## src/rtl/ring_rtr_pkg.sv

```systemverilog
`timescale 1ns/1ps
package ring_rtr_pkg;
  typedef enum logic {DIR_RGT = 1'b0, DIR_LFT = 1'b1} inj_dir_e;
  // side index used for buffers (input) and credit counters (output)
  localparam int SIDE_L = 0;
  localparam int SIDE_R = 1;
endpackage

```

## src/rtl/ring_ibuf.sv

```systemverilog
`timescale 1ns/1ps
module ring_ibuf #(
  parameter int W     = 11,
  parameter int DEPTH = 2
) (
  input  logic         clk_i,
  input  logic         rst_ni,
  input  logic         push_i,
  input  logic [W-1:0] din_i,
  input  logic         pop_i,
  output logic         vld_o,
  output logic [W-1:0] dout_o
);
  localparam int PTR_W = (DEPTH > 1) ? $clog2(DEPTH) : 1;
  localparam int CNT_W = $clog2(DEPTH + 1);

  logic [W-1:0]     mem_q [DEPTH];
  logic [PTR_W-1:0] wp_q, rp_q;
  logic [CNT_W-1:0] cnt_q, cnt_d;

  function automatic logic [PTR_W-1:0] bump(input logic [PTR_W-1:0] p);
    return (p == PTR_W'(DEPTH - 1)) ? '0 : p + 1'b1;
  endfunction

  always_comb begin
    unique case ({push_i, pop_i})
      2'b10:   cnt_d = cnt_q + 1'b1;
      2'b01:   cnt_d = cnt_q - 1'b1;
      default: cnt_d = cnt_q;
    endcase
  end

  always_ff @(posedge clk_i or negedge rst_ni) begin
    if (!rst_ni) begin
      wp_q  <= '0;
      rp_q  <= '0;
      cnt_q <= '0;
    end else begin
      if (push_i) wp_q <= bump(wp_q);
      if (pop_i)  rp_q <= bump(rp_q);
      cnt_q <= cnt_d;
    end
  end

  always_ff @(posedge clk_i) begin
    if (push_i) mem_q[wp_q] <= din_i;
  end

  assign vld_o  = (cnt_q != '0);
  assign dout_o = mem_q[rp_q];


  no_overflow_chk: assert property (@(posedge clk_i) disable iff (!rst_ni)
    push_i |-> (cnt_q < CNT_W'(DEPTH)) || pop_i);

  no_underflow_chk: assert property (@(posedge clk_i) disable iff (!rst_ni)
    pop_i |-> cnt_q != '0);
endmodule

```

## src/rtl/ring_crd_cnt.sv

```systemverilog
`timescale 1ns/1ps
module ring_crd_cnt #(
  parameter int DEPTH = 2
) (
  input  logic clk_i,
  input  logic rst_ni,
  input  logic take_i,
  input  logic give_i,
  output logic has_o
);
  localparam int CNT_W = $clog2(DEPTH + 1);

  logic [CNT_W-1:0] cnt_q;

  always_ff @(posedge clk_i or negedge rst_ni) begin
    if (!rst_ni)                 cnt_q <= CNT_W'(DEPTH);
    else if (take_i && !give_i)  cnt_q <= cnt_q - 1'b1;
    else if (give_i && !take_i)  cnt_q <= cnt_q + 1'b1;
  end

  assign has_o = (cnt_q != '0);


  crd_range_chk: assert property (@(posedge clk_i) disable iff (!rst_ni)
    cnt_q <= CNT_W'(DEPTH));

  crd_underflow_chk: assert property (@(posedge clk_i) disable iff (!rst_ni)
    take_i |-> cnt_q != '0);

  crd_excess_chk: assert property (@(posedge clk_i) disable iff (!rst_ni)
    (give_i && !take_i) |-> cnt_q != CNT_W'(DEPTH));
endmodule

```

## src/rtl/ring_ej_arb.sv

```systemverilog
`timescale 1ns/1ps
module ring_ej_arb (
  input  logic       clk_i,
  input  logic       rst_ni,
  input  logic [1:0] req_i,
  output logic [1:0] gnt_o
);
  logic prio_q; // 0: index 0 favoured

  assign gnt_o[0] = req_i[0] && (!req_i[1] || !prio_q);
  assign gnt_o[1] = req_i[1] && (!req_i[0] ||  prio_q);

  always_ff @(posedge clk_i or negedge rst_ni) begin
    if (!rst_ni)       prio_q <= 1'b0;
    else if (gnt_o[0]) prio_q <= 1'b1;
    else if (gnt_o[1]) prio_q <= 1'b0;
  end


  ej_onehot_chk: assert property (@(posedge clk_i) disable iff (!rst_ni)
    $onehot0(gnt_o));

  ej_fair_chk: assert property (@(posedge clk_i) disable iff (!rst_ni)
    (req_i == 2'b11 && gnt_o[0]) |=> (req_i != 2'b11 || gnt_o[1]));
endmodule

```

## src/rtl/ring_credit_router.sv

```systemverilog
`timescale 1ns/1ps
module ring_credit_router
  import ring_rtr_pkg::*;
#(
  parameter int ID_W    = 3,
  parameter int DATA_W  = 8,
  parameter int NODE_ID = 2,
  parameter int DEPTH   = 2,
  localparam int FLIT_W = ID_W + DATA_W
) (
  input  logic              clk_i,
  input  logic              rst_ni,
  input  logic              lft_in_vld_i,
  input  logic [FLIT_W-1:0] lft_in_flit_i,
  output logic              lft_crd_o,
  output logic              lft_out_vld_o,
  output logic [FLIT_W-1:0] lft_out_flit_o,
  input  logic              lft_crd_i,
  input  logic              rgt_in_vld_i,
  input  logic [FLIT_W-1:0] rgt_in_flit_i,
  output logic              rgt_crd_o,
  output logic              rgt_out_vld_o,
  output logic [FLIT_W-1:0] rgt_out_flit_o,
  input  logic              rgt_crd_i,
  input  logic              inj_vld_i,
  input  logic              inj_dir_i,
  input  logic [FLIT_W-1:0] inj_flit_i,
  output logic              inj_rdy_o,
  output logic              ej_vld_o,
  output logic [FLIT_W-1:0] ej_flit_o
);
  logic              in_vld   [2];
  logic [FLIT_W-1:0] in_flit  [2];
  logic              hd_vld   [2];
  logic [FLIT_W-1:0] hd_flit  [2];
  logic              pop      [2];
  logic              thru_req [2];
  logic              thru_go  [2];
  logic              out_vld  [2];
  logic [FLIT_W-1:0] out_flit [2];
  logic              crd_in   [2];
  logic              has_crd  [2];
  logic              inj_sel  [2];
  logic [1:0]        ej_req, ej_gnt;
  int unsigned       inj_out;

  assign in_vld[SIDE_L]  = lft_in_vld_i;
  assign in_flit[SIDE_L] = lft_in_flit_i;
  assign in_vld[SIDE_R]  = rgt_in_vld_i;
  assign in_flit[SIDE_R] = rgt_in_flit_i;
  assign crd_in[SIDE_L]  = lft_crd_i;
  assign crd_in[SIDE_R]  = rgt_crd_i;

  // input s feeds output 1-s; output o is fed by input 1-o
  assign inj_out   = (inj_dir_e'(inj_dir_i) == DIR_LFT) ? SIDE_L : SIDE_R;
  assign inj_rdy_o = has_crd[inj_out] && !thru_req[1 - inj_out];

  for (genvar s = 0; s < 2; s++) begin : g_side
    ring_ibuf #(.W(FLIT_W), .DEPTH(DEPTH)) u_ibuf (
      .clk_i  (clk_i),
      .rst_ni (rst_ni),
      .push_i (in_vld[s]),
      .din_i  (in_flit[s]),
      .pop_i  (pop[s]),
      .vld_o  (hd_vld[s]),
      .dout_o (hd_flit[s])
    );

    ring_crd_cnt #(.DEPTH(DEPTH)) u_crd (
      .clk_i  (clk_i),
      .rst_ni (rst_ni),
      .take_i (out_vld[s]),
      .give_i (crd_in[s]),
      .has_o  (has_crd[s])
    );

    assign ej_req[s]   = hd_vld[s] && (hd_flit[s][FLIT_W-1 -: ID_W] == ID_W'(NODE_ID));
    assign thru_req[s] = hd_vld[s] && !ej_req[s];
    assign thru_go[s]  = thru_req[s] && has_crd[1 - s];
    assign pop[s]      = thru_go[s] || ej_gnt[s];
    assign inj_sel[s]  = inj_vld_i && inj_rdy_o && (inj_out == s);
    assign out_vld[s]  = thru_go[1 - s] || inj_sel[s];
    assign out_flit[s] = thru_go[1 - s] ? hd_flit[1 - s] : inj_flit_i;
  end

  ring_ej_arb u_arb (
    .clk_i  (clk_i),
    .rst_ni (rst_ni),
    .req_i  (ej_req),
    .gnt_o  (ej_gnt)
  );

  assign ej_vld_o  = |ej_gnt;
  assign ej_flit_o = ej_gnt[SIDE_R] ? hd_flit[SIDE_R] : hd_flit[SIDE_L];

  assign lft_crd_o      = pop[SIDE_L];
  assign rgt_crd_o      = pop[SIDE_R];
  assign lft_out_vld_o  = out_vld[SIDE_L];
  assign lft_out_flit_o = out_flit[SIDE_L];
  assign rgt_out_vld_o  = out_vld[SIDE_R];
  assign rgt_out_flit_o = out_flit[SIDE_R];


  stall_hold_chk: assert property (@(posedge clk_i) disable iff (!rst_ni)
    (thru_req[SIDE_L] && !lft_crd_o) |=> (hd_vld[SIDE_L] && $stable(hd_flit[SIDE_L])));

  inj_yield_chk: assert property (@(posedge clk_i) disable iff (!rst_ni)
    (inj_vld_i && inj_dir_i == DIR_RGT && thru_req[SIDE_L]) |-> !inj_rdy_o);

  ej_no_fwd_chk: assert property (@(posedge clk_i) disable iff (!rst_ni)
    (ej_gnt[SIDE_L]) |-> !(rgt_out_vld_o && rgt_out_flit_o == hd_flit[SIDE_L] && !inj_vld_i));
endmodule

```

## config.mk

```make
export PLATFORM = sky130hd
export DESIGN_NAME = ring_credit_router
export DESIGN_NICKNAME = d
export VERILOG_FILES = /design/src/rtl/ring_rtr_pkg.sv /design/src/rtl/ring_ibuf.sv /design/src/rtl/ring_crd_cnt.sv /design/src/rtl/ring_ej_arb.sv /design/src/rtl/ring_credit_router.sv
export SDC_FILE = /design/constraint.sdc
export NUM_CORES = 1
export LEC_CHECK = 0
export BUFFER_PORTS_ARGS = -buffer_cell sky130_fd_sc_hd__buf_2
export CORE_ASPECT_RATIO = 1.2
export CORE_MARGIN = 2
export CORE_UTILIZATION = 47
export CTS_CLUSTER_SIZE = 25
export DETAILED_ROUTE_END_ITERATION = 10
export PLACE_DENSITY = 0.76
export SLEW_MARGIN = 10
export SYNTH_ARGS = -nofsm -noshare
export SYNTH_HDL_FRONTEND = slang
export SYNTH_HIERARCHICAL = 1
export SYNTH_SLANG_ARGS = --single-unit
```

## constraint.sdc

```tcl
create_clock -name clk_i -period 2.8 [get_ports clk_i]
set_input_delay 0.56 -clock clk_i [delete_from_list [all_inputs] [get_ports clk_i]]
set_output_delay 0.56 -clock clk_i [all_outputs]
set_load 0.005 [all_outputs]
```

==> results of run 1 <==
-- power groups by stage --
stage	Combinational (mW)	Clock [mW]	Sequential, mW
finish	2.73	0.687	1.31
global route	2.90	0.735	1.33
CTS	2.50	0.702	1.31
detailed placement	2.16	0	1.32
global placement	2.16	0	1.31
floorplan	1.56	0	1.28
-- how the worst min path moves through the flow --
stage                                         start                         to  slack [ns]  depth (start not counted)
after floorplan                              rst_ni   g_side[0].u_crd/cnt_q[0]        0.26                          0
after global placement    g_side[0].u_ibuf/cnt_q[1]  g_side[0].u_ibuf/cnt_q[1]        0.45                          1
after detailed placement  g_side[0].u_ibuf/cnt_q[1]  g_side[0].u_ibuf/cnt_q[1]        0.46                          1
after CTS                                    rst_ni   g_side[0].u_crd/cnt_q[0]        0.12                          1
after global routing                         rst_ni      g_side[1].u_ibuf/wp_q        0.13                          1
final                                        rst_ni   g_side[0].u_crd/cnt_q[0]        0.13                          1
-- registers in the layout, indices dropped and copies added, names as in the netlist --
name,count
g_side.u_crd/cnt_q,4
g_side.u_ibuf/cnt_q,4
g_side.u_ibuf/mem_q,44
g_side.u_ibuf/rp_q,2
g_side.u_ibuf/wp_q,2
u_arb/prio_q,1
-- repair_timing --
item                                    4_1_cts  5_1_grt
buffers inserted                              7        3
pin swaps                                     8        4
endpoints found under the setup margin       34       37
gates resized for setup                      25       17
cloned                                        1        1
-- per-layer routing --
layer / share of wire, % / track usage [%] / wire length [um]
met4: 0.39 / 6.699 / 25
met5: 0 / 0 / 0
met2: 53 / 31.86 / 3357
met3: 4.7 / 4.688 / 298
met1: 42 / 20.09 / 2651
-- cell usage after synthesis (4+ instances only) --
master / number
xnor2_1: 8
dfrtp_1: 11
buf_6: 4
or2_1: 4
mux2_4: 36
mux2_2: 15
mux2_1: 4
edfxtp_1: 44
nor2_1: 8
inv_1: 7
xor2_1: 8
ha_1: 4
-- area by class of cell --
cell class                      instances  area (sq um)
Sequential cell                        57          1652
Multi-Input combinational cell        110          1209
Inverter                                7         26.28
Clock buffer                           13         168.9
Fill cell                             469          2108
Timing Repair Buffer                   99         691.9
Clock inverter                          3         15.01
Tap cell                               82         102.6
-- critical path, delay by kind of cell (launching register included) --
kind	cells	cell delay (ns)
DFF	1	0.45
muxes	2	0.66
and+or+nand+nor	3	0.70
buffers and inverters	2	0.26
-- cells by family after synthesis --
family,Yosys count
flip-flops,57
multiplexers,55
AND/OR/NAND/NOR,28
XOR/XNOR,16
buffers and inverters,12
AO/OA/AOI/OAI,5
adder cells (fa/ha/maj),4
-- metrics by stage --
stage	hold slack (ns)	area [sq um]
after floorplan	0.2644	2870
after CTS	0.1162	3747
after detailed placement	0.4558	3393
after global placement	0.4486	3393
final	0.1261	3865
after global routing	0.1313	3865
==> reports/metrics.csv, run 1 <==
stage;metric;value;unit
floorplan;Row Count;31;
pwr;Worst VDD drop;662.3;uV
grt;GRT Util Overall;17.78;%
logic_synthesis;Post-synth EDFFs;44;
worst_setup_path;crit path max fanout;7;
worst_setup_path;CP Data Required Time;2.24;ns
worst_hold_path;HP Class;input pin to asynchronous set/reset pin;
clock_network;cts bufs inserted;9;
drt;vias per cell;4.954;
logic_synthesis;simple-gate share of the synthesized area;5.669;%
pwr;combinational share of power;57.7;%
floorplan;Initial Utilization;48.03;%
timing;endpoints failing setup;36;
logic_synthesis;post-synthesis compound-gate area fraction;1.308;%
worst_setup_path;slowest stage cell, crit path;dfrtp_2;
pwr;Reg power frac;27.7;%
final_layout;Core Util, Final;64.70;%
timing;Slew @ Worst Pin;0.5580;ns
logic_synthesis;Yosys Warn Count;6;
pwr;pwr/cell area;1222;nW/um^2
worst_setup_path;Crit path arrival time;2.39;ns
timing;final hold vios;0;
pwr;Sw Share;32.47;%
run;Max Cap Viol;0;
final_layout;number of antenna diodes;0;
grt;initial antenna violation count;0;
logic_synthesis;ys flop type;edfxtp_1;
logic_synthesis;synth top area cells;edfxtp_1, mux2_4, dfrtp_1, mux2_2, xnor2_1;
logic_synthesis;cells after synthesis;177;
final_layout;commonest non-fill, non-tap cell in the layout;buf_2;
worst_setup_path;worst setup path start;g_side[1].u_ibuf/rp_q;
grt;GRT overflow;0;
timing;Final period util;105.2;%
clock_network;CTS root buf;clkbuf_8;
place;Place WS;0.03018;ns
pwr;internal power;3.188;mW
timing;unrepaired setup endpoints after global routing;yes;
status;status;finished, violations left;
worst_setup_path;crit path cell chain;mux2_4, or3b_4, nor2_4, and2_4, buf_8, mux2_2, buf_2;
grt;first-pass GRT wire length;8535;um
logic_synthesis;Mapped Area;2869;sq um
logic_synthesis;Post-synth ARST share;22.81;%
place;RePlAce Congestion;0.7603;
floorplan;Die H;89.59;um
worst_setup_path;FF-to-FF setup slack;0.13;ns
logic_synthesis;share of Yosys cell area claimed by the top area cell type;46.05;%
place;placed cells;343;
drt;DRT antenna net count;0;
logic_synthesis;post-synthesis adder-cell area fraction;1.744;%
final_layout;Layout Cells excl Fill;371;
logic_synthesis;post-synthesis sequential area ratio;57.48;%
clock_network;clk sinks;57;
pwr;Tot Pwr;4.721;mW
timing;setup TNS;-2.967;ns
worst_setup_path;Reg2Reg Capture Point;g_side[0].u_ibuf/cnt_q[1];
logic_synthesis;Post-Syn Nets;222;
place;I/O Buffers;79;
clock_network;hold buffers post-CTS;0;
worst_setup_path;r2r startpoint;g_side[1].u_ibuf/rp_q;
final_layout;Final nets;329;
pwr;leakage power;1.727;nW
status;failing checks;setup timing;
logic_synthesis;largest family of logic cells by synthesized area;multiplexers;
drt;Total Wirelength;6334;um
drt;detailed-route DRC error count;0;
worst_setup_path;Crit Path Class;flop to primary output;
timing;slew margin rel.;62.80;%
clock_network;Clock Latency Late Sink;0.32;ns
timing;Slew Limit Fails;0;
worst_setup_path;CP peak stage delay;0.45;ns
logic_synthesis;syn_area_per_cell;16.21;sq um
timing;worst setup margin;-0.1453;ns
place;DP Wirelength;4108;um
timing;Layout Skew;0.009326;ns
floorplan;Die ar.;6748;sq um
worst_setup_path;CP Capture Type;primary output;
worst_setup_path;Worst setup SP type;flop;
timing;FMAX;0.3395;GHz
logic_synthesis;Yosys reg bits;57;
drt;DR WL/cell;17.07;um
pwr;part of the power in the clock network;14.5;%
timing;fin crit period;2.945;ns
final_layout;most frequent cells in the layout;buf_2, edfxtp_1, mux2_4;
floorplan;core area;5973;sq um
worst_setup_path;cells on worst reg2reg path;11;
grt;largest net degree at the start of global routing;14;
pwr;P_sw;1.533;mW
logic_synthesis;multiplexer share of the synthesized area;26.30;%
drt;vias after detailed routing;1838;
drt;TritonRoute pass-1 iters;4;
clock_network;Clock Tree Buf Depth;2;
drt;drt initial violations;54;
floorplan;die width;75.32;um
logic_synthesis;post-synthesis cell type count;24;
clock_network;Worst-path clk slew;0.07;ns
logic_synthesis;Yosys top cell by area;edfxtp_1;
worst_setup_path;worst setup path end;ej_flit_o[4];
floorplan;num ports;80;
clock_network;htree depth;3;
grt;number of global-route vias before repair;1779;
final_layout;layout cells sized above 1;62.98;%
logic_synthesis;Synth Area in XOR/XNOR;4.884;%
clock_network;CTS tree;done;
final_layout;P&R area growth vs syn;34.71;%
(Power assumes the default switching activity.)
==> run 2: changes to the inputs <==
--- a/config.mk
+++ b/config.mk
@@ -8,12 +8,12 @@
 export BUFFER_PORTS_ARGS = -buffer_cell sky130_fd_sc_hd__buf_2
 export CORE_ASPECT_RATIO = 1.2
 export CORE_MARGIN = 2
-export CORE_UTILIZATION = 47
+export CORE_UTILIZATION = 46
 export CTS_CLUSTER_SIZE = 25
 export DETAILED_ROUTE_END_ITERATION = 10
-export PLACE_DENSITY = 0.76
+export PLACE_DENSITY = 0.75
+export SETUP_SLACK_MARGIN = 0.1
 export SLEW_MARGIN = 10
 export SYNTH_ARGS = -nofsm -noshare
 export SYNTH_HDL_FRONTEND = slang
-export SYNTH_HIERARCHICAL = 1
 export SYNTH_SLANG_ARGS = --single-unit
==> run 2 against run 1 <==
Effect of this change:
- the run now ends clean
- critical path depth decreased by 2
- clock power decreased by 2%
- total power decreased by 17%
- largest cell class unchanged
- sequential cell count unchanged
- utilization decreased by 3.7 points
- sequential share of layout area increased by 5.3 points
==> reports/metrics.csv, run 2 <==
stage;metric;value;unit;change
final_layout;Layout Cells excl Fill;366;;-1.3%
final_layout;Final Cell Area;3436;sq um;-11%
timing;final hold vios;0;;unchanged
logic_synthesis;synth cell count leaders;edfxtp_1, nor2_1, mux2i_1;;
worst_setup_path;cells on worst reg2reg path;7;;-4
final_layout;largest register by flop count;g_side.u_ibuf.mem_q;;
logic_synthesis;post-synthesis cell type count;32;;+33%
timing;FMAX;0.3749;GHz;+10%
grt;number of global-route vias before repair;1792;;+0.73%
clock_network;cts bufs inserted;9;;unchanged
clock_network;Worst-path clk slew;0.06;ns;about the same
worst_setup_path;CP Capture Type;primary output;;
logic_synthesis;Synth Area in XOR/XNOR;5.229;%;+0.34 points
final_layout;number of antenna diodes;0;;unchanged
grt;initial antenna violation count;0;;unchanged
grt;GRT Util Overall;18.17;%;+0.39 points
grt;first-pass GRT wire length;8473;um;-0.73%
drt;drt initial violations;85;;+57%
clock_network;Clock Tree Buf Depth;2;;unchanged
drt;TritonRoute pass-1 iters;4;;unchanged
drt;Total Wirelength;5648;um;-11%
logic_synthesis;syn_area_per_cell;13.07;sq um;-19%
floorplan;core area;5630;sq um;-5.7%
timing;worst setup margin;0.1329;ns;+0.2782 ns
grt;largest net degree at the start of global routing;23;;+9
logic_synthesis;share of Yosys cell area claimed by the top area cell type;49.30;%;+3.2 points
worst_setup_path;Crit Path Class;flop to primary output;;
worst_setup_path;r2r startpoint;g_side[1].u_ibuf.rp_q;;
floorplan;Die H;87.62;um;-2.2%
logic_synthesis;Yosys Warn Count;0;;-6
logic_synthesis;post-synthesis adder-cell area fraction;1.867;%;+0.12 points
clock_network;hold buffers post-CTS;0;;unchanged
timing;Layout Skew;0.008110;ns;-0.001216 ns
timing;fin crit period;2.667;ns;-0.2782 ns
floorplan;Die ar.;6455;sq um;-4.3%
clock_network;Clock Latency Late Sink;0.32;ns;about the same
drt;detailed-route DRC error count;0;;unchanged
place;DP Wirelength;4202;um;+2.3%
drt;DRT antenna net count;0;;unchanged
floorplan;Row Count;30;;-3.2%
timing;slew margin rel.;65.07;%;+2.3 points
timing;endpoints failing setup;0;;-100%
worst_setup_path;Crit path arrival time;2.11;ns;-0.28 ns
drt;vias per cell;5.199;;+5.0%
final_layout;most frequent cells in the layout;buf_2, edfxtp_1, nor2_1;;
timing;Slew @ Worst Pin;0.5239;ns;-0.03407 ns
pwr;Worst VDD drop;635.4;uV;-4.1%
logic_synthesis;ys flop type;edfxtp_1;;
floorplan;num ports;80;;unchanged
logic_synthesis;synth top area cells;edfxtp_1, mux2i_1, dfrtp_1, a21oi_1, nor2_1;;
timing;Slew Limit Fails;0;;unchanged
place;Place WS;0.2942;ns;+0.2640 ns
logic_synthesis;Yosys reg bits;57;;unchanged
floorplan;die width;73.68;um;-2.2%
clock_network;CTS tree;done;;
worst_setup_path;CP peak stage delay;0.56;ns;+0.11 ns
floorplan;Initial Utilization;47.60;%;-0.43 points
logic_synthesis;Yosys top cell by area;edfxtp_1;;
place;I/O Buffers;79;;unchanged
worst_setup_path;slowest stage cell, crit path;or4b_4;;
final_layout;commonest non-fill, non-tap cell in the layout;buf_2;;
final_layout;Largest regs;g_side.u_ibuf.mem_q: 44 flops, g_side.u_crd.cnt_q: 4 flops, g_side.u_ibuf.cnt_q: 4 flops;;
run;Max Cap Viol;0;;unchanged
logic_synthesis;Post-Syn Nets;250;;+13%
grt;GRT overflow;0;;unchanged
clock_network;htree depth;3;;unchanged
final_layout;Final nets;342;;+4.0%
logic_synthesis;cell with the most instances after synthesis;edfxtp_1;;
worst_setup_path;crit path max fanout;6;;-1
timing;Final period util;95.25;%;-9.9 points
drt;vias after detailed routing;1903;;+3.5%
worst_setup_path;CP Data Required Time;2.24;ns;about the same
logic_synthesis;multiplexer share of the synthesized area;11.20;%;-15 points
logic_synthesis;Mapped Area;2680;sq um;-6.6%
worst_setup_path;Reg2Reg Capture Point;g_side[1].u_ibuf.cnt_q[1];;
worst_hold_path;HP Class;input pin to asynchronous set/reset pin;;
logic_synthesis;Post-synth EDFFs;44;;unchanged
final_layout;layout cells sized above 1;38.08;%;-25 points
logic_synthesis;post-synthesis sequential area ratio;61.53;%;+4.1 points
clock_network;CTS root buf;clkbuf_8;;
logic_synthesis;simple-gate share of the synthesized area;8.964;%;+3.3 points
status;status;complete, no violations;;
logic_synthesis;cells after synthesis;205;;+16%
drt;DR WL/cell;15.43;um;-9.6%
final_layout;number of flip-flops in the largest register;44;;unchanged
logic_synthesis;Post-synth ARST share;22.81;%;unchanged
place;placed cells;345;;+0.58%
place;RePlAce Congestion;0.7590;;-0.17%
worst_setup_path;crit path cell chain;or4b_4, a2bb2o_4, nor2_8, mux2i_1, buf_2;;
timing;unrepaired setup endpoints after global routing;yes;;
timing;Hold Slack;0.1123;ns;-0.01374 ns
place;Placed Instance Area;3158;sq um;-6.9%
logic_synthesis;largest family of logic cells by synthesized area;multiplexers;;
pwr;pwr/cell area;1146;nW/um^2;-6.2%
worst_setup_path;FF-to-FF setup slack;0.53;ns;+0.40 ns
worst_setup_path;Worst setup SP type;flop;;
pwr;Tot Pwr;3.937;mW;-17%
clock_network;clk sinks;57;;unchanged
final_layout;P&R area growth vs syn;28.20;%;
logic_synthesis;post-synthesis compound-gate area fraction;8.683;%;+7.4 points
pwr;leakage power;1.475;nW;-15%
## run 2: area by class of cell
type	count	area, sq um
fill	428	2195
multi-input combinational	135	1036
sequential	57	1650
timing repair buffer	89	470.5
inverter	5	18.77
clock buffer	16	180.2
tap	64	80.08
## run 2: routing by layer
| layer | up-vias | GRT usage (%) | wire, um |
|---|---|---|---|
| li1 | 933 | - | - |
| met1 | 880 | 22.82 | 2449 |
| met2 | 84 | 29.38 | 2765 |
| met3 | 6 | 3.682 | 366 |
| met4 | 0 | 9.917 | 66 |
| met5 | - | 0 | 0 |
## run 2: worst max path at each step
stage	from	slack [ns]	endpoint
after CTS	g_side[1].u_crd.cnt_q[1]	-0.04	rgt_out_flit_o[6]
after floorplan	g_side[1].u_ibuf.rp_q	0.46	ej_flit_o[0]
after detailed placement	g_side[0].u_ibuf.rp_q	0.29	ej_flit_o[7]
after global placement	g_side[0].u_ibuf.rp_q	0.32	ej_flit_o[1]
after global routing	g_side[1].u_ibuf.rp_q	0.04	ej_flit_o[5]
final	g_side[1].u_ibuf.rp_q	0.13	ej_flit_o[7]
## run 2: repair_timing
item | in CTS | in global routing
endpoints found under the hold margin | 0 | 0
cloned | 0 | 1
pin swaps | 3 | 5
buffers inserted | 0 | 4
endpoints found under the setup margin | 31 | 22
gates resized for setup | 2 | 7
## run 2: cell families after synthesis
logic type | count (synthesis)
DFF | 57
and+or+nand+nor | 47
AOI/OAI and AO/OA | 37
muxes | 30
xor gates and xnor gates | 16
buffers and inverters | 14
adders and majority gates | 4
## run 2: report_power, final
part	leakage (nW)	switching, mW	total [mW]	internal (mW)
clock network	0.0910	0.280	0.675	0.395
registers	0.562	0.166	1.35	1.19
logic	0.822	1.00	1.91	0.910
## run 2: metrics by stage
stage	setup TNS, ns	utilization (%)
detailed placement	0	56.09
finish	0	61.02
global route	0	61.02
global placement	0	56.09
CTS	-0.1635	59.42
floorplan	0	-
## run 2: worst max-delay path, delay by kind of cell (launching register included)
family	cells	cell delay, ns
muxes	1	0.23
and+or+nand+nor	2	0.75
buffers and inverters	1	0.14
AOI/OAI and AO/OA	1	0.28
DFF	1	0.37
==> run 3: changes to the inputs <==
--- a/config.mk
+++ b/config.mk
@@ -6,12 +6,14 @@
 export NUM_CORES = 1
 export LEC_CHECK = 0
 export BUFFER_PORTS_ARGS = -buffer_cell sky130_fd_sc_hd__buf_2
+export CELL_PAD_IN_SITES_DETAIL_PLACEMENT = 2
+export CELL_PAD_IN_SITES_GLOBAL_PLACEMENT = 2
 export CORE_ASPECT_RATIO = 1.2
 export CORE_MARGIN = 2
-export CORE_UTILIZATION = 46
+export CORE_UTILIZATION = 30
 export CTS_CLUSTER_SIZE = 25
 export DETAILED_ROUTE_END_ITERATION = 10
-export PLACE_DENSITY = 0.75
+export PLACE_DENSITY_LB_ADDON = 0.1
 export SETUP_SLACK_MARGIN = 0.1
 export SLEW_MARGIN = 10
 export SYNTH_ARGS = -nofsm -noshare
==> run 3 against run 2 <==
Effect of this change:
- routed wire length increased by 32%
- final area is 1.7% higher
- total power increased by 3.2%
- setup slack worse by 0.022 ns
- via count is 3.6% higher
- sequential power barely moved
- final cell count increased by 15%
- count of clock-buffer cells in the layout shrank 5
- utilization is 20 points lower
==> reports/metrics.csv, run 3 (synthesized netlist as in run 2, its figures left out) <==
stage;metric;value;unit;change
worst_setup_path;r2r startpoint;g_side[1].u_ibuf.rp_q;;
pwr;Tot Pwr;4.062;mW;+3.2%
floorplan;Row Count;37;;+23%
drt;DRT antenna net count;0;;unchanged
worst_setup_path;CP Data Required Time;2.24;ns;about the same
drt;detailed-route DRC error count;0;;unchanged
timing;unrepaired setup endpoints after global routing;yes;;
place;RePlAce Congestion;0.7229;;-4.8%
drt;DR WL/cell;17.81;um;+15%
worst_setup_path;FF-to-FF setup slack;0.51;ns;-0.02 ns
floorplan;core area;8611;sq um;+53%
grt;first-pass GRT wire length;12030;um;+42%
timing;Final period util;96.03;%;+0.77 points
final_layout;Final Cell Area;3496;sq um;+1.7%
pwr;Sw Share;38.78;%;+2.0 points
worst_setup_path;Crit path arrival time;2.13;ns;+0.02 ns
grt;largest net degree at the start of global routing;23;;unchanged
drt;vias after detailed routing;1972;;+3.6%
timing;Slew Limit Fails;0;;unchanged
clock_network;Clock Latency Late Sink;0.33;ns;about the same
worst_setup_path;Reg2Reg Capture Point;g_side[1].u_ibuf.cnt_q[1];;
floorplan;Die H;107.5;um;+23%
worst_setup_path;Worst setup SP type;flop;;
final_layout;commonest non-fill, non-tap cell in the layout;buf_2;;
pwr;P_sw;1.575;mW;+8.9%
pwr;pwr/cell area;1162;nW/um^2;+1.4%
pwr;combinational share of power;48.1;%;-0.4 points
pwr;internal power;2.487;mW;-0.15%
final_layout;Final nets;343;;+0.29%
pwr;Worst VDD drop;459.8;uV;-28%
status;status;complete, no violations;;
worst_hold_path;HP Class;input pin to asynchronous set/reset pin;;
place;DP Wirelength;5586;um;+33%
clock_network;cts bufs inserted;9;;unchanged
final_layout;layout cells sized above 1;38.94;%;+0.86 points
timing;FMAX;0.3719;GHz;-0.80%
place;placed cells;399;;+16%
timing;final hold vios;0;;unchanged
final_layout;P&R area growth vs syn;30.44;%;
floorplan;Initial Utilization;31.12;%;-16 points
clock_network;Clock Tree Buf Depth;2;;unchanged
clock_network;hold buffers post-CTS;0;;unchanged
clock_network;Worst-path clk slew;0.07;ns;about the same
timing;fin crit period;2.689;ns;+0.02163 ns
worst_setup_path;crit path max fanout;5;;-1
grt;GRT Util Overall;16.40;%;-1.8 points
timing;setup TNS;0;ns;unchanged
clock_network;CTS tree;done;;
floorplan;Die ar.;9709;sq um;+50%
clock_network;clk sinks;57;;unchanged
grt;GRT overflow;0;;unchanged
run;Max Cap Viol;0;;unchanged
grt;number of global-route vias before repair;2216;;+24%
place;Place WS;0.2601;ns;-0.03401 ns
pwr;leakage power;1.468;nW;-0.50%
timing;endpoints failing setup;0;;unchanged
drt;Total Wirelength;7481;um;+32%
timing;Layout Skew;0.008379;ns;+0.0002686 ns
final_layout;Layout Cells excl Fill;420;;+15%
final_layout;number of antenna diodes;0;;unchanged
place;I/O Buffers;79;;unchanged
timing;slew margin rel.;64.03;%;-1.0 points
floorplan;die width;90.28;um;+23%
pwr;part of the power in the clock network;18.9;%;+1.8 points
grt;initial antenna violation count;0;;unchanged
clock_network;CTS root buf;clkbuf_8;;
final_layout;Largest regs;g_side.u_ibuf.mem_q: 44 flops, g_side.u_crd.cnt_q: 4 flops, g_side.u_ibuf.cnt_q: 4 flops;;
pwr;Reg power frac;33.0;%;-1.3 points
place;Placed Instance Area;3232;sq um;+2.3%
worst_setup_path;cells on worst reg2reg path;7;;unchanged
drt;TritonRoute pass-1 iters;4;;unchanged
final_layout;number of flip-flops in the largest register;44;;unchanged
drt;vias per cell;4.695;;-9.7%
timing;Slew @ Worst Pin;0.5396;ns;+0.01571 ns
worst_setup_path;CP Capture Type;primary output;;
floorplan;num ports;80;;unchanged
drt;drt initial violations;54;;-36%
final_layout;most frequent cells in the layout;buf_2, edfxtp_1, nor2_1;;
final_layout;largest register by flop count;g_side.u_ibuf.mem_q;;
timing;worst setup margin;0.1113;ns;-0.02163 ns
clock_network;htree depth;3;;unchanged
worst_setup_path;Crit Path Class;flop to primary output;;
-- run 3: timing repair --
item / in CTS / in global routing
hold endpoints to repair: 0 / 0
gates resized for setup: 4 / 3
pin swaps: 3 / 4
setup buffers: 3 / 1
endpoints found under the setup margin: 20 / 11
gates cloned: 1 / 0
-- run 3: through the flow --
step | util [%] | hold slack [ns]
after global placement | 37.53 | 0.4701
after floorplan | - | 0.2644
final | 40.60 | 0.1246
after CTS | 40.38 | 0.1283
after global routing | 40.60 | 0.1338
after detailed placement | 37.53 | 0.4882
-- run 3: power groups by stage --
| stage | Sequential, mW | Clock [mW] | Combinational [mW] |
|---|---|---|---|
| after detailed placement | 1.37 | 0 | 1.90 |
| final | 1.34 | 0.767 | 1.96 |
| after global placement | 1.35 | 0 | 1.88 |
| after global routing | 1.37 | 0.827 | 2.20 |
| after floorplan | 1.30 | 0 | 1.21 |
| after CTS | 1.34 | 0.797 | 1.98 |
-- run 3: worst max path at each step --
stage / start / end / cells after the start
floorplan: g_side[1].u_ibuf.rp_q / ej_flit_o[0] / 6
global placement: g_side[1].u_ibuf.rp_q / ej_flit_o[1] / 5
detailed placement: g_side[1].u_ibuf.rp_q / ej_flit_o[1] / 5
CTS: g_side[1].u_ibuf.mem_q[0][8] / ej_flit_o[1] / 5
global route: g_side[1].u_ibuf.mem_q[0][8] / ej_flit_o[1] / 5
finish: g_side[1].u_ibuf.rp_q / ej_flit_o[1] / 5
-- run 3: worst max-delay path: stages (launching register included) --
cell and delay [ns]:
dfrtp_2 0.40, or4b_4 0.55, a2bb2o_4 0.27, nor2_8 0.20
mux2i_2 0.25, buf_2 0.14
-- run 3: cell type report --
type | count | area, sq um
Clock buffer | 11 | 141.4
Clock inverter | 5 | 55.05
Fill cell | 941 | 5115
Inverter | 5 | 18.77
Multi-Input combinational cell | 135 | 1002
Sequential cell | 57 | 1650
Tap cell | 117 | 146.4
Timing Repair Buffer | 90 | 481.7
-- run 3: layer usage --
| layer | part of all wire, % | vias to the layer above | global-route usage (%) |
|---|---|---|---|
| li1 | - | 935 | - |
| met1 | 41 | 959 | 18.71 |
| met2 | 50 | 72 | 28.73 |
| met3 | 7.3 | 6 | 5.672 |
| met4 | 1.5 | 0 | 5.604 |
| met5 | 0 | - | 0 |
